### config.mk
export PLATFORM = sky130hd
export DESIGN_NAME = tile_pipe_seq
export DESIGN_NICKNAME = d
export VERILOG_FILES = /design/src/rtl/tps_pkg.sv /design/src/rtl/tps_credit.sv /design/src/rtl/tps_stage.sv /design/src/rtl/tile_pipe_seq.sv
export SDC_FILE = /design/constraint.sdc
export NUM_CORES = 1
export LEC_CHECK = 0
export BUFFER_PORTS_ARGS = -buffer_cell sky130_fd_sc_hd__buf_2
export CAP_MARGIN = 20
export CORE_MARGIN = 2
export CORE_UTILIZATION = 55
export CTS_CLUSTER_DIAMETER = 120
export DETAILED_ROUTE_END_ITERATION = 8
export GPL_TIMING_DRIVEN = 0
export HOLD_SLACK_MARGIN = 0.06
export PLACE_DENSITY = 0.93
export SYNTH_ARGS = -nofsm -noshare
export SYNTH_HDL_FRONTEND = slang
export SYNTH_SLANG_ARGS = --single-unit
### constraint.sdc
create_clock -name clk_i -period 7.3 [get_ports clk_i]
set_input_delay 1.46 -clock clk_i [delete_from_list [all_inputs] [get_ports clk_i]]
set_output_delay 1.46 -clock clk_i [all_outputs]
set_load 0.02 [all_outputs]
### src/rtl/tps_pkg.sv
package tps_pkg;
  typedef enum logic [1:0] {
    OP_NONE = 2'b00,
    OP_MAT  = 2'b01,
    OP_ELT  = 2'b10,
    OP_MIX  = 2'b11
  } tps_op_e;

  function automatic logic op_ok(logic [1:0] op);
    return (op == OP_MAT) || (op == OP_ELT);
  endfunction
endpackage

### src/rtl/tps_credit.sv
// Up/down occupancy counter bounded by MAX.
module tps_credit #(
  parameter int MAX = 2,
  localparam int CW = $clog2(MAX + 1)
) (
  input  logic          clk_i,
  input  logic          rst_ni,
  input  logic          inc_i,
  input  logic          dec_i,
  output logic [CW-1:0] cnt_o,
  output logic          empty_o,
  output logic          full_o
);
  logic [CW-1:0] cnt_q;

  always_ff @(posedge clk_i or negedge rst_ni) begin
    if (!rst_ni)             cnt_q <= '0;
    else if (inc_i && !dec_i) cnt_q <= cnt_q + 1'b1;
    else if (dec_i && !inc_i) cnt_q <= cnt_q - 1'b1;
  end

  assign cnt_o   = cnt_q;
  assign empty_o = (cnt_q == '0);
  assign full_o  = (cnt_q == CW'(MAX));

  // a consumer never takes an item that was not produced
  assert_no_underflow_R3: assert property (@(posedge clk_i) disable iff (!rst_ni)
    dec_i |-> (!empty_o || inc_i));
  // slot/queue occupancy never exceeds its bound
  assert_no_overflow_R6: assert property (@(posedge clk_i) disable iff (!rst_ni)
    (inc_i && !dec_i) |-> !full_o);
endmodule

### src/rtl/tps_stage.sv
// One pipeline stage: walks the remaining length in tile steps, one outstanding op.
module tps_stage #(
  parameter int LEN_W = 12
) (
  input  logic             clk_i,
  input  logic             rst_ni,
  input  logic             load_i,
  input  logic [LEN_W-1:0] len_i,
  input  logic [LEN_W-1:0] tile_i,
  input  logic             grant_i,
  input  logic             done_i,
  output logic             start_o,
  output logic [LEN_W-1:0] id_o,
  output logic [LEN_W-1:0] len_o,
  output logic [LEN_W-1:0] last_id_o,
  output logic             acc_o,
  output logic             drained_o
);
  logic [LEN_W-1:0] rem_q, tile_q, id_q;
  logic             busy_q;

  assign len_o     = (rem_q < tile_q) ? rem_q : tile_q;
  assign drained_o = (rem_q == '0);
  assign start_o   = !drained_o && !busy_q && grant_i;
  assign acc_o     = done_i && busy_q;
  assign id_o      = id_q;
  assign last_id_o = id_q - 1'b1;

  always_ff @(posedge clk_i or negedge rst_ni) begin
    if (!rst_ni) begin
      rem_q  <= '0;
      tile_q <= '0;
      id_q   <= '0;
      busy_q <= 1'b0;
    end else if (load_i) begin
      rem_q  <= len_i;
      tile_q <= tile_i;
      id_q   <= '0;
      busy_q <= 1'b0;
    end else if (start_o) begin
      rem_q  <= rem_q - len_o;
      id_q   <= id_q + 1'b1;
      busy_q <= 1'b1;
    end else if (acc_o) begin
      busy_q <= 1'b0;
    end
  end

  assert_single_outstanding_R4: assert property (@(posedge clk_i) disable iff (!rst_ni)
    start_o |=> !start_o);
  assert_tile_nonempty_R2: assert property (@(posedge clk_i) disable iff (!rst_ni)
    start_o |-> (len_o != '0));
endmodule

### src/rtl/tile_pipe_seq.sv
module tile_pipe_seq
  import tps_pkg::*;
#(
  parameter int LEN_W    = 12,
  parameter int ADDR_W   = 16,
  parameter int RSV_BASE = 'h400,
  parameter int BUF_SZ   = 'h100
) (
  input  logic              clk_i,
  input  logic              rst_ni,
  input  logic              cmd_valid_i,
  output logic              cmd_ready_o,
  input  logic [LEN_W-1:0]  cmd_len_i,
  input  logic [LEN_W-1:0]  cmd_tile_i,
  input  logic [1:0]        cmd_op_i,
  output logic              cmd_err_o,
  output logic              rd_start_o,
  output logic [LEN_W-1:0]  rd_id_o,
  output logic [LEN_W-1:0]  rd_len_o,
  output logic [ADDR_W-1:0] rd_addr_o,
  input  logic              rd_done_i,
  output logic              cp_start_o,
  output logic [1:0]        cp_op_o,
  output logic [LEN_W-1:0]  cp_id_o,
  output logic [LEN_W-1:0]  cp_len_o,
  output logic [ADDR_W-1:0] cp_src_o,
  output logic [ADDR_W-1:0] cp_dst_o,
  input  logic              cp_done_i,
  output logic              wr_start_o,
  output logic [LEN_W-1:0]  wr_id_o,
  output logic [LEN_W-1:0]  wr_len_o,
  output logic [ADDR_W-1:0] wr_addr_o,
  input  logic              wr_done_i,
  output logic              tile_ready_o,
  output logic [LEN_W-1:0]  tile_ready_id_o,
  output logic              done_o
);
  localparam int NBUF = 2;
  localparam logic [ADDR_W-1:0] IN0  = ADDR_W'(RSV_BASE);
  localparam logic [ADDR_W-1:0] IN1  = ADDR_W'(RSV_BASE + BUF_SZ);
  localparam logic [ADDR_W-1:0] OUT0 = ADDR_W'(RSV_BASE + NBUF * BUF_SZ);
  localparam logic [ADDR_W-1:0] OUT1 = ADDR_W'(RSV_BASE + (NBUF + 1) * BUF_SZ);
  localparam int CW = $clog2(NBUF + 1);

  logic active_q, done_q, err_q, tr_q;
  logic [LEN_W-1:0] tr_id_q;
  logic [1:0] op_q;
  logic load, cmd_take, last_wr;

  logic rd_acc, cp_acc, wr_acc;
  logic rd_drn, cp_drn, wr_drn;
  logic [LEN_W-1:0] rd_last, cp_last, wr_last;
  logic live_full, rdq_empty, cpq_empty;
  logic live_empty, rdq_full, cpq_full;
  logic [CW-1:0] live_cnt, rdq_cnt, cpq_cnt;

  assign cmd_ready_o = !active_q;
  assign cmd_take    = cmd_valid_i && !active_q;
  assign load        = cmd_take && op_ok(cmd_op_i) && (cmd_len_i != '0) && (cmd_tile_i != '0);
  assign last_wr     = wr_acc && wr_drn;

  always_ff @(posedge clk_i or negedge rst_ni) begin
    if (!rst_ni) begin
      active_q <= 1'b0;
      done_q   <= 1'b0;
      err_q    <= 1'b0;
      tr_q     <= 1'b0;
      tr_id_q  <= '0;
      op_q     <= OP_NONE;
    end else begin
      done_q <= last_wr;
      err_q  <= cmd_take && !load;
      tr_q   <= rd_acc;
      if (rd_acc) tr_id_q <= rd_last;
      if (load) begin
        active_q <= 1'b1;
        op_q     <= cmd_op_i;
      end else if (last_wr) begin
        active_q <= 1'b0;
      end
    end
  end

  tps_stage #(.LEN_W(LEN_W)) u_rd (
    .clk_i, .rst_ni, .load_i(load), .len_i(cmd_len_i), .tile_i(cmd_tile_i),
    .grant_i(active_q && !live_full), .done_i(rd_done_i),
    .start_o(rd_start_o), .id_o(rd_id_o), .len_o(rd_len_o), .last_id_o(rd_last),
    .acc_o(rd_acc), .drained_o(rd_drn)
  );
  tps_stage #(.LEN_W(LEN_W)) u_cp (
    .clk_i, .rst_ni, .load_i(load), .len_i(cmd_len_i), .tile_i(cmd_tile_i),
    .grant_i(!rdq_empty), .done_i(cp_done_i),
    .start_o(cp_start_o), .id_o(cp_id_o), .len_o(cp_len_o), .last_id_o(cp_last),
    .acc_o(cp_acc), .drained_o(cp_drn)
  );
  tps_stage #(.LEN_W(LEN_W)) u_wr (
    .clk_i, .rst_ni, .load_i(load), .len_i(cmd_len_i), .tile_i(cmd_tile_i),
    .grant_i(!cpq_empty), .done_i(wr_done_i),
    .start_o(wr_start_o), .id_o(wr_id_o), .len_o(wr_len_o), .last_id_o(wr_last),
    .acc_o(wr_acc), .drained_o(wr_drn)
  );

  // tiles holding staging slots: from read start to write completion
  tps_credit #(.MAX(NBUF)) u_live (
    .clk_i, .rst_ni, .inc_i(rd_start_o), .dec_i(wr_acc),
    .cnt_o(live_cnt), .empty_o(live_empty), .full_o(live_full)
  );
  // tiles read, not yet computed
  tps_credit #(.MAX(NBUF)) u_rdq (
    .clk_i, .rst_ni, .inc_i(rd_acc), .dec_i(cp_start_o),
    .cnt_o(rdq_cnt), .empty_o(rdq_empty), .full_o(rdq_full)
  );
  // tiles computed, not yet written
  tps_credit #(.MAX(NBUF)) u_cpq (
    .clk_i, .rst_ni, .inc_i(cp_acc), .dec_i(wr_start_o),
    .cnt_o(cpq_cnt), .empty_o(cpq_empty), .full_o(cpq_full)
  );

  assign rd_addr_o       = rd_id_o[0] ? IN1 : IN0;
  assign cp_src_o        = cp_id_o[0] ? IN1 : IN0;
  assign cp_dst_o        = cp_id_o[0] ? OUT1 : OUT0;
  assign wr_addr_o       = wr_id_o[0] ? OUT1 : OUT0;
  assign cp_op_o         = op_q;
  assign cmd_err_o       = err_q;
  assign done_o          = done_q;
  assign tile_ready_o    = tr_q;
  assign tile_ready_id_o = tr_id_q;

  assert_err_idle_R1: assert property (@(posedge clk_i) disable iff (!rst_ni)
    cmd_err_o |-> (cmd_ready_o && !rd_start_o));
  assert_cp_after_rd_R3: assert property (@(posedge clk_i) disable iff (!rst_ni)
    cp_start_o |-> (cp_id_o <= rd_last));
  assert_wr_after_cp_R3: assert property (@(posedge clk_i) disable iff (!rst_ni)
    wr_start_o |-> (wr_id_o <= cp_last));
  assert_buf_split_R6: assert property (@(posedge clk_i) disable iff (!rst_ni)
    cp_start_o |-> (cp_src_o != cp_dst_o));
  assert_done_pulse_R8: assert property (@(posedge clk_i) disable iff (!rst_ni)
    done_o |=> !done_o);
  assert_done_ready_R8: assert property (@(posedge clk_i) disable iff (!rst_ni)
    done_o |-> (cmd_ready_o && live_empty && rdq_cnt == '0 && cpq_cnt == '0));
  assert_wr_id_trail_R2: assert property (@(posedge clk_i) disable iff (!rst_ni)
    wr_acc |-> (wr_last < rd_id_o));
endmodule

==> summary.txt, run 1 <==
Synthesis
  • Synth unique cells: 63
  • Top cells by count, synth: dfrtp_1 (111), nand2_1 (103), nor2_1 (101)
  • Dominant cells by area after synthesis: dfrtp_1 (34%), ha_1 (11%), buf_4 (5.8%)
  • Largest area contributor in the netlist: dfrtp_1
  • Sequential fraction of the synthesis area: 33.7%
  • Top-count cell post-synth: dfrtp_1
  • Top FF cell, synth: dfrtp_1
  • Number of synthesized flops with an enable pin: 0
  • Mapped Cells: 995
  • FF+latch count, synth: 111
  • Synth top area share: 33.7%
  • YS warnings: 0
  • Ys async rst share: 100%
  • Mapped Area: 0.00823 sq mm
  • Avg Inst Size Synth: 8.28 sq um

Timing
  • Clock skew: 0.00900 ns
  • Hold Fails Final Rpt: 0
  • Post-layout min period: 6.59 ns
  • Final setup vio count: 0
  • Fin Setup TNS: 0 ns
  • Max Transition Viols Final: 0
  • Actual slew at the worst max-slew pin: 0.866 ns
  • Final period util: 90.2%
  • Worst hold slack: 0.479 ns
  • Relative slew slack: 42.3%
  • Fmax: 0.152 GHz
  • RSZ-0062 raised after global routing: false

Finish
  • # nets final: 1299
  • Area Growth Syn to Fin: 17.2%
  • Final cell count without fillers: 1382
  • Antenna diodes: 0
  • Share of layout cells above drive strength 1: 18.7%
  • Fill cells: 1210

Drt
  • First-pass iteration count of the detailed router: 6
  • DRC errors left: 0
  • DR vias: 8021
  • WL met3: 2910 um
  • M1 WL: 9100 um
  • Starting DRT DRC Count: 673
  • Wire per inst: 17.4 um
  • DR top layer: met4
  • Detail-routed via count per cell: 5.80
  • Antenna viol nets, final: 0
  • DR WL met2: 10700 um
  • Routed WL: 24000 um

Floorplan
  • Row count: 44
  • Die Wd: 126 um
  • Core footprint: 0.0146 sq mm
  • DIE AREA: 0.0160 sq mm
  • Die Y: 126 um
  • Starting Density: 56.4%
  • I/O Pins: 189

Placed design
  • Gpl congestion: 0.969
  • Placed Instances: 1366
  • HPWL Detailed: 17500 um
  • PortBufs: 128

Global route
  • Largest net degree at the start of global routing: 67
  • Vias in the first global route: 7504
  • Grt ovf: 0
  • First-pass GRT wire length: 37500 um
  • Gr usage total: 29.7%
  • Antenna violations before repair: 0

Critical path
  • WP data arrival: 6.83 ns
  • Crit-path max FO: 10
  • Crit path buf inv count: 4
  • Worst setup SP type: register
  • Slowest stage delay, CP: 0.53 ns
  • CP most frequent cell: o21ai_1
  • CP Cell Sequence: clkbuf_1 -> inv_1 -> ha_1 -> a211oi_1 -> o21ai_1 -> a2111oi_2 -> clkbuf_1 -> buf_1 -> nor2_1 -> a21oi_1 -> ha_1 -> a21o_1 -> a31o_2 -> a21oi_1 -> o21ai_1 -> a221oi_2 -> o31ai_1 -> mux4_2 -> a221oi_1 -> o21ai_1
  • Cell family with most CP delay: compound AO/OA/AOI/OAI gates
  • Worst setup EP type: register
  • Critical path type: reg -> reg
  • Slowest CP cell: a2111oi_2
  • Worst EP required: 7.54 ns

Clock tree
  • CTS Root Cell: clkbuf_16
  • Max Buffers Root-to-Sink: 2
  • CTS tree: done
  • Clock sink total: 111
  • Clk_lat worst skew: 0.37 ns
  • Total CTS buffers: 9
  • H-tree Lvls: 3
  • Resized Gates After CTS: 0
  • Hold buffer count at cts: 0
  • Number of setup buffers added after CTS: 0
  • Worst-path clk slew: 0.08 ns

Job
  • Max Cap Viol: 0

Power and ir drop
  • Final total power: 5.40 mW
  • Max VDD drop: 0.317 mV
  • Pleak: 4.76 nW
  • PD cells: 559 mW/mm^2

Worst hold path
  • Worst Hold Class: reg -> reg

Outcome
  • Status: finished, final reports clean
==> kinds of logic after synthesis <==
family                     count (synthesis)  share of synthesized area [%]
other                                      2                         0.0912
DFF                                      111                           33.7
buffers and inverters                    160                           10.3
and+or+nand+nor                          334                           19.0
muxes                                      5                          0.836
adders and majority gates                 74                           11.5
xor gates and xnor gates                  57                           6.06
AOI/OAI and AO/OA                        252                           18.4
==> placed cells by master, fill, tap and decap left out, drive strengths merged, types with 3 or more instances in the layout <==
master / count
and3: 17
clkinv: 5
or4: 4
nand3: 14
inv: 60
a221oi: 4
ha: 71
a21o: 17
dfrtp: 111
nor2b: 13
o31ai: 4
xnor2: 23
o21ai: 85
nor3: 12
nand4: 14
o31a: 3
a31oi: 8
nor4: 23
a211oi: 8
nor2: 102
conb: 60
nand2: 103
buf: 198
a31o: 5
a21oi: 93
o21a: 4
and2: 5
fa: 3
clkbuf: 42
or3: 11
xor2: 34
nand2b: 10
==> power breakdown <==
| group | leakage, nW | switching [mW] | internal (mW) | total [mW] |
|---|---|---|---|---|
| Sequential | 1.27 | 0.345 | 0.898 | 1.24 |
| Clock | 0.149 | 0.263 | 0.244 | 0.507 |
| Combinational | 3.33 | 2.19 | 1.46 | 3.65 |
| Total | 4.76 | 2.80 | 2.60 | 5.40 |
==> sequential cells by signal (all words and copies together) (netlist names) <==
| name | count |
|---|---|
| u_cp.busy_q | 1 |
| cp_op_o | 2 |
| active_q | 1 |
| u_wr.busy_q | 1 |
| u_wr.rem_q | 12 |
| u_live.cnt_o | 2 |
| u_rd.id_o | 12 |
| u_rdq.cnt_o | 2 |
| u_cp.rem_q | 12 |
| u_cpq.cnt_o | 2 |
| tile_ready_o | 1 |
| u_rd.rem_q | 12 |
| u_wr.id_o | 12 |
| u_rd.busy_q | 1 |
| u_cp.id_o | 12 |
| tile_ready_id_o | 12 |
| cmd_err_o | 1 |
| u_wr.tile_q | 12 |
| done_o | 1 |
==> metal layers <==
metal	global-route usage, %	vias up
met5	0	-
li1	-	3751
met3	9.24	103
met2	46.1	502
met1	37.1	3665
met4	16.0	0
==> final cells by class <==
type,instances,area [sq um],area share (%)
clock buffer,9,225,2.33
timing repair buffer,129,671,6.95
tap,184,230,2.39
clock inverter,7,70.1,0.726
sequential,111,2780,28.8
multi-input combinational,782,4830,50.0
buffer,102,631,6.54
inverter,58,218,2.26
==> worst reg2reg max path, cell delays in order, from the launching register on <==
cell and delay [ns]:
dfrtp_1 0.33, clkbuf_1 0.45, inv_1 0.43, ha_1 0.42
a211oi_1 0.19, o21ai_1 0.11, a2111oi_2 0.53, clkbuf_1 0.43
buf_1 0.45, nor2_1 0.09, a21oi_1 0.30, ha_1 0.30
a21o_1 0.21, a31o_2 0.24, a21oi_1 0.42, o21ai_1 0.16
a221oi_2 0.43, o31ai_1 0.20, mux4_2 0.45, a221oi_1 0.22
o21ai_1 0.08
==> path summary, 6_finish.rpt <==
path | from | to | slack (ns) | depth (start not counted)
max in group asynchronous | rst_ni | u_wr.rem_q[4]$_DFFE_PN0P_ | 5.46 | 2
max | u_wr.tile_q[5]$_DFFE_PN0P_ | u_cp.rem_q[11]$_DFFE_PN0P_ | 0.71 | 20
min in group asynchronous | rst_ni | u_rd.id_o[6]$_DFFE_PN0P_ | 1.09 | 1
min | u_rdq.cnt_o[1]$_DFFE_PN0P_ | u_rdq.cnt_o[1]$_DFFE_PN0P_ | 0.48 | 1
max reg2reg | u_wr.tile_q[5]$_DFFE_PN0P_ | u_cp.rem_q[11]$_DFFE_PN0P_ | 0.71 | 20
min reg2reg | u_rdq.cnt_o[1]$_DFFE_PN0P_ | u_rdq.cnt_o[1]$_DFFE_PN0P_ | 0.48 | 1
==> metrics by stage <==
step           worst slack [ns]  cell area (sq um)  util (%)
2_1_floorplan              2.19               8450         -
3_3_place_gp              0.989               9320      63.9
3_5_place_dp              0.920               9350      64.1
4_1_cts                   0.874               9650      66.1
5_1_grt                   0.199               9650      66.1
6_report                  0.714               9650      66.1
(Power assumes the default switching activity.)
==> inputs of run 2 (changes only) <==
--- a/config.mk
+++ b/config.mk
@@ -7,8 +7,10 @@
 export LEC_CHECK = 0
 export BUFFER_PORTS_ARGS = -buffer_cell sky130_fd_sc_hd__buf_2
 export CAP_MARGIN = 20
+export CELL_PAD_IN_SITES_DETAIL_PLACEMENT = 1
+export CELL_PAD_IN_SITES_GLOBAL_PLACEMENT = 2
 export CORE_MARGIN = 2
-export CORE_UTILIZATION = 55
+export CORE_UTILIZATION = 32
 export CTS_CLUSTER_DIAMETER = 120
 export DETAILED_ROUTE_END_ITERATION = 8
 export GPL_TIMING_DRIVEN = 0
==> run 2 against run 1 <==
Global-route usage decreased by 8.3 points. Clock skew increased by 0.0030 ns. Design area increased by 1.8%. Sequential share of layout area decreased by 0.51 points. Critical path depth unchanged. Maximum frequency decreased by 1.7%. Sequential cell count unchanged. Clock power decreased by 2%. Via count decreased by 0.82%. Largest cell class unchanged. Largest power group unchanged.
==> summary.txt, run 2 (synthesis gave the netlist of run 1 again) <==
Critical path
  • Worst R2R Start: u_wr.tile_q[5]$_DFFE_PN0P_
  • Crit-path max FO: 10
  • R2r worst-path depth: 20
  • Slowest stage delay, CP: 0.59 ns
  • Register-to-register setup slack: 0.60 ns
  • Critical path type: reg -> reg
  • Worst setup EP type: register
  • Worst EP required: 7.54 ns
  • WP data arrival: 6.94 ns
  • Reg-to-Reg End: u_cp.rem_q[11]$_DFFE_PN0P_
  • Worst setup SP type: register
  • Slowest CP cell: a2111oi_2
  • CP most frequent cell: o21ai_1
  • Worst setup path startpoint: u_wr.tile_q[5]$_DFFE_PN0P_
  • CP Cell Sequence: clkbuf_1 -> inv_1 -> ha_1 -> a211oi_1 -> o21ai_1 -> a2111oi_2 -> clkbuf_1 -> buf_1 -> nor2_1 -> a21oi_1 -> ha_1 -> a21o_1 -> a31o_2 -> a21oi_1 -> o21ai_1 -> a221oi_2 -> o31ai_1 -> mux4_2 -> a221oi_1 -> o21ai_1

Clock tree
  • Clk_lat worst skew: 0.37 ns
  • Resized Gates After CTS: 0
  • Max Buffers Root-to-Sink: 2
  • Total CTS buffers: 9
  • Clock sink total: 111
  • CTS tree: done
  • Number of setup buffers added after CTS: 0
  • Worst-path clk slew: 0.08 ns
  • Hold buffer count at cts: 0
  • H-tree Lvls: 3
  • CTS Root Cell: clkbuf_16

Floorplan
  • DIE AREA: 0.0270 sq mm
  • I/O Pins: 189
  • Die Wd: 164 um
  • Die Y: 164 um
  • Row count: 58
  • Core footprint: 0.0253 sq mm
  • Starting Density: 32.6%

Finish
  • Most common cell after layout, fill and taps aside: buf_2
  • Area Growth Syn to Fin: 19.3%
  • Most frequent cells in the layout: buf_2 (127), dfrtp_1 (111), nand2_1 (103)
  • Antenna diodes: 0
  • # nets final: 1299
  • Final design utilization: 38.9%
  • Fill cells: 3172
  • Share of layout cells above drive strength 1: 18.6%

Timing
  • Fmax: 0.149 GHz
  • Post-layout min period: 6.70 ns
  • Clock skew: 0.0120 ns
  • Worst hold slack: 0.473 ns
  • Fin Setup TNS: 0 ns
  • Actual slew at the worst max-slew pin: 0.822 ns
  • Final setup vio count: 0
  • Hold Fails Final Rpt: 0
  • Max Transition Viols Final: 0
  • Final period util: 91.8%
  • RSZ-0062 raised after global routing: false
  • Relative slew slack: 45.2%

Placed design
  • HPWL Detailed: 21700 um
  • PortBufs: 128
  • Gpl congestion: 0.926

Power and ir drop
  • Max VDD drop: 0.187 mV
  • Pleak: 4.74 nW
  • PD cells: 556 mW/mm^2

Global route
  • Antenna violations before repair: 0
  • Vias in the first global route: 8006
  • Largest net degree at the start of global routing: 58
  • Gr usage total: 21.4%
  • First-pass GRT wire length: 44500 um
  • Grt ovf: 0

Drt
  • Wire per inst: 18.7 um
  • DR vias: 7955
  • First-pass iteration count of the detailed router: 5
  • Detail-routed via count per cell: 5.21
  • Routed WL: 28600 um
  • DRC errors left: 0
  • Starting DRT DRC Count: 406
  • Antenna viol nets, final: 0

Worst hold path
  • Worst Hold Class: reg -> reg
  • Hold Crit Depth: 1
  • Hold endpoint: u_live.cnt_o[1]$_DFFE_PN0P_
  • Hold wc startpoint: u_live.cnt_o[1]$_DFFE_PN0P_

Outcome
  • Status: finished, final reports clean

Job
  • Max Cap Viol: 0
## run 2: changes by cell type in the layout (fill, tap and decap cells not counted), sizes merged
cell      before  now
inv           60   56
clkinvlp       0    2
clkbuf        42   43
## run 2: area by class of cell
class                      instances  area (sq um)  share of cell area [%]
multi-input combinational        782          4830                    49.1
sequential                       111          2780                    28.3
timing repair buffer             129           674                    6.87
buffer                           102           631                    6.42
tap                              330           413                    4.20
clock buffer                      10           239                    2.43
inverter                          58           218                    2.22
clock inverter                     5          43.8                   0.446
## run 2: worst max-delay path by stage
stage,end,slack (ns),cells after the start
6_report,u_cp.rem_q[11]$_DFFE_PN0P_,0.60,20
5_1_grt,u_cp.rem_q[11]$_DFFE_PN0P_,0.23,20
4_1_cts,u_cp.rem_q[11]$_DFFE_PN0P_,0.67,20
3_5_place_dp,u_cp.rem_q[11]$_DFFE_PN0P_,0.69,20
3_3_place_gp,u_cp.rem_q[11]$_DFFE_PN0P_,0.76,20
2_1_floorplan,u_cp.rem_q[11]$_DFFE_PN0P_,2.19,20
## run 2: where the power goes
group | internal [mW] | leakage, nW | switching (mW)
sequential | 0.898 | 1.27 | 0.362
clock | 0.243 | 0.133 | 0.253
combinational | 1.46 | 3.34 | 2.25
## run 2: critical path: cells and delay by family (launching register included)
kind	cells	cell delay [ns]
multiplexers	1	0.45
AO/OA/AOI/OAI	12	3.15
adder cells (fa/ha/maj)	2	0.71
AND/OR/NAND/NOR	1	0.08
buffers and inverters	4	1.84
flip-flops	1	0.33
## run 2: layer usage
metal | wire [um] | vias to the layer above | global-route usage, %
met1 | 12700 | 3933 | 28.4
met3 | 1560 | 40 | 3.67
li1 | - | 3740 | -
met2 | 13600 | 242 | 35.8
met4 | 685 | 0 | 5.97
met5 | 0 | - | 0
## run 2: per-stage QoR
step	setup WS [ns]	power (mW)	cells	area (sq um)
6_report	0.600	5.46	1527	9820
2_1_floorplan	2.19	3.87	1053	8450
3_3_place_gp	0.764	4.80	1511	9510
3_5_place_dp	0.689	4.94	1512	9540
5_1_grt	0.232	5.96	1527	9820
4_1_cts	0.675	5.47	1527	9820
==> inputs of run 3 (changes only) <==
--- a/config.mk
+++ b/config.mk
@@ -16,6 +16,7 @@
 export GPL_TIMING_DRIVEN = 0
 export HOLD_SLACK_MARGIN = 0.06
 export PLACE_DENSITY = 0.93
+export RECOVER_POWER = 100
 export SYNTH_ARGS = -nofsm -noshare
 export SYNTH_HDL_FRONTEND = slang
 export SYNTH_SLANG_ARGS = --single-unit
==> run 3 against run 2 <==
The run now ends with capacitance limit, slew limit left. Sequential cell count is the same. Die area is the same. Clock power is essentially flat. Utilization shrank 0.55 points. Register-to-register slack lost 0.04 ns. Non-clock buffer count is the same. First-iteration DRC count grew 20%. Via count grew 0.11%. Global-route usage is the same. Maximum frequency shrank 0.56%. Hold slack gained 0.0030 ns. Clock-buffer cell count is the same. Critical path type unchanged. Largest cell class unchanged. Largest power group unchanged. Highest routed layer unchanged.
==> summary.txt, run 3 (synthesis gave the netlist of run 1 again) <==
Finish
  • Antenna diodes: 0
  • Share of layout cells above drive strength 1: 10.5%
  • Most frequent cells in the layout: clkbuf_1 (132), dfrtp_1 (111), nand2_1 (103)
  • Fin area: 0.00968 sq mm
  • Most common cell after layout, fill and taps aside: clkbuf_1
  • # nets final: 1299
  • Fill cells: 3226
  • Area Growth Syn to Fin: 17.6%
  • Final design utilization: 38.3%

Critical path
  • Critical path type: reg -> reg
  • Worst EP required: 7.53 ns
  • Worst setup EP type: register
  • Slowest stage delay, CP: 0.58 ns
  • WP data arrival: 6.97 ns
  • Crit-path max FO: 10
  • Worst setup SP type: register
  • CP Cell Sequence: clkbuf_1 -> inv_1 -> ha_1 -> a211oi_1 -> o21ai_0 -> a2111oi_2 -> clkbuf_1 -> clkbuf_1 -> nor2_1 -> a21oi_1 -> ha_1 -> a21o_1 -> a31o_2 -> a21oi_1 -> o21ai_0 -> a221oi_2 -> o31ai_1 -> mux4_2 -> a221oi_1 -> o21ai_0
  • Slowest CP cell: a2111oi_2
  • Worst R2R Start: u_wr.tile_q[5]$_DFFE_PN0P_
  • Worst setup path startpoint: u_wr.tile_q[5]$_DFFE_PN0P_

Timing
  • Clock skew: 0.0119 ns
  • Actual slew at the worst max-slew pin: 3.23 ns
  • Post-layout min period: 6.74 ns
  • Hold Fails Final Rpt: 0
  • Final period util: 92.3%
  • Fin Setup TNS: 0 ns
  • Fmax: 0.148 GHz
  • RSZ-0062 raised after global routing: false
  • Worst setup margin: 0.562 ns
  • Relative slew slack: -115%
  • Final setup vio count: 0
  • Max Transition Viols Final: 55

Clock tree
  • Number of setup buffers added after CTS: 0
  • Clk_lat worst skew: 0.37 ns
  • Clock sink total: 111
  • Worst-path clk slew: 0.08 ns
  • Hold buffer count at cts: 0
  • CTS tree: done
  • CTS Root Cell: clkbuf_16
  • Max Buffers Root-to-Sink: 2
  • Resized Gates After CTS: 0
  • H-tree Lvls: 3
  • Total CTS buffers: 9

Placed design
  • PortBufs: 128
  • HPWL Detailed: 21700 um
  • Placed Area: 0.00954 sq mm
  • Dpl ws: 0.689 ns
  • Gpl congestion: 0.926

Power and ir drop
  • Seq pwr share: 23.5%
  • Sw Ratio: 53.3%
  • Comb power frac: 67.2%
  • Switching power: 2.87 mW
  • Max VDD drop: 0.176 mV
  • PD cells: 555 mW/mm^2
  • P_int: 2.51 mW
  • Pleak: 4.47 nW
  • Clock Power Share: 9.2%

Global route
  • First-pass GRT wire length: 44500 um
  • Grt ovf: 0
  • Largest net degree at the start of global routing: 58
  • Vias in the first global route: 8006
  • Antenna violations before repair: 0
  • Gr usage total: 21.4%

Drt
  • Antenna viol nets, final: 0
  • DRC errors left: 0
  • Wire per inst: 18.7 um
  • Routed WL: 28600 um
  • Detail-routed via count per cell: 5.22
  • Starting DRT DRC Count: 486
  • First-pass iteration count of the detailed router: 5
  • DR vias: 7964

Floorplan
  • Die Y: 164 um
  • Row count: 58
  • DIE AREA: 0.0270 sq mm
  • Starting Density: 32.6%
  • Die Wd: 164 um
  • Core footprint: 0.0253 sq mm
  • I/O Pins: 189

Job
  • Max Cap Viol: 1

Outcome
  • Status: finished, violations left
  • Failing checks: capacitance limit, slew limit

Worst hold path
  • Worst Hold Class: reg -> reg
  • Hold wc startpoint: u_live.cnt_o[1]$_DFFE_PN0P_
## run 3: routing by layer
metal	global-route usage [%]	vias up	wire, um
met5	0	-	0
met1	28.4	3934	12600
li1	-	3745	-
met3	3.67	38	1700
met2	35.8	247	13600
met4	5.97	0	680
## run 3: path summary, 6_finish.rpt
path | to | slack (ns) | cells after the start
max | u_cp.rem_q[11]$_DFFE_PN0P_ | 0.56 | 20
min | u_live.cnt_o[1]$_DFFE_PN0P_ | 0.48 | 1
max reg2reg | u_cp.rem_q[11]$_DFFE_PN0P_ | 0.56 | 20
min reg2reg | u_live.cnt_o[1]$_DFFE_PN0P_ | 0.48 | 1
max in group asynchronous | u_cp.id_o[7]$_DFFE_PN0P_ | 3.30 | 1
min in group asynchronous | u_rd.id_o[6]$_DFFE_PN0P_ | 2.14 | 1
## run 3: per-stage QoR
stage          hold WS [ns]  total power [mW]  cells
2_1_floorplan         0.442              3.87   1053
3_3_place_gp          0.458              4.80   1511
3_5_place_dp          0.463              4.94   1512
4_1_cts               0.473              5.47   1527
5_1_grt               0.505              5.88   1527
6_report              0.476              5.38   1527
## run 3: area by class of cell
type	count	area (sq um)	area share (%)
multi-input combinational	782	4820	49.8
clock inverter	5	43.8	0.452
buffer	102	623	6.43
sequential	111	2780	28.7
inverter	58	218	2.25
timing repair buffer	129	551	5.69
tap	330	413	4.26
clock buffer	10	239	2.47
## run 3: power groups by stage
stage / Sequential, mW / Clock, mW / Combinational, mW
after floorplan: 1.32 / 0 / 2.55
after global placement: 1.25 / 0 / 3.55
after detailed placement: 1.26 / 0 / 3.68
after CTS: 1.25 / 0.510 / 3.71
after global routing: 1.31 / 0.529 / 4.04
final: 1.26 / 0.497 / 3.62
## run 3: worst max-delay path: cells and delay by family (launching register included)
kind | cells | cell delay [ns]
multiplexers | 1 | 0.44
AO/OA/AOI/OAI | 12 | 3.24
buffers and inverters | 4 | 1.79
AND/OR/NAND/NOR | 1 | 0.08
flip-flops | 1 | 0.33
adder cells (fa/ha/maj) | 2 | 0.71
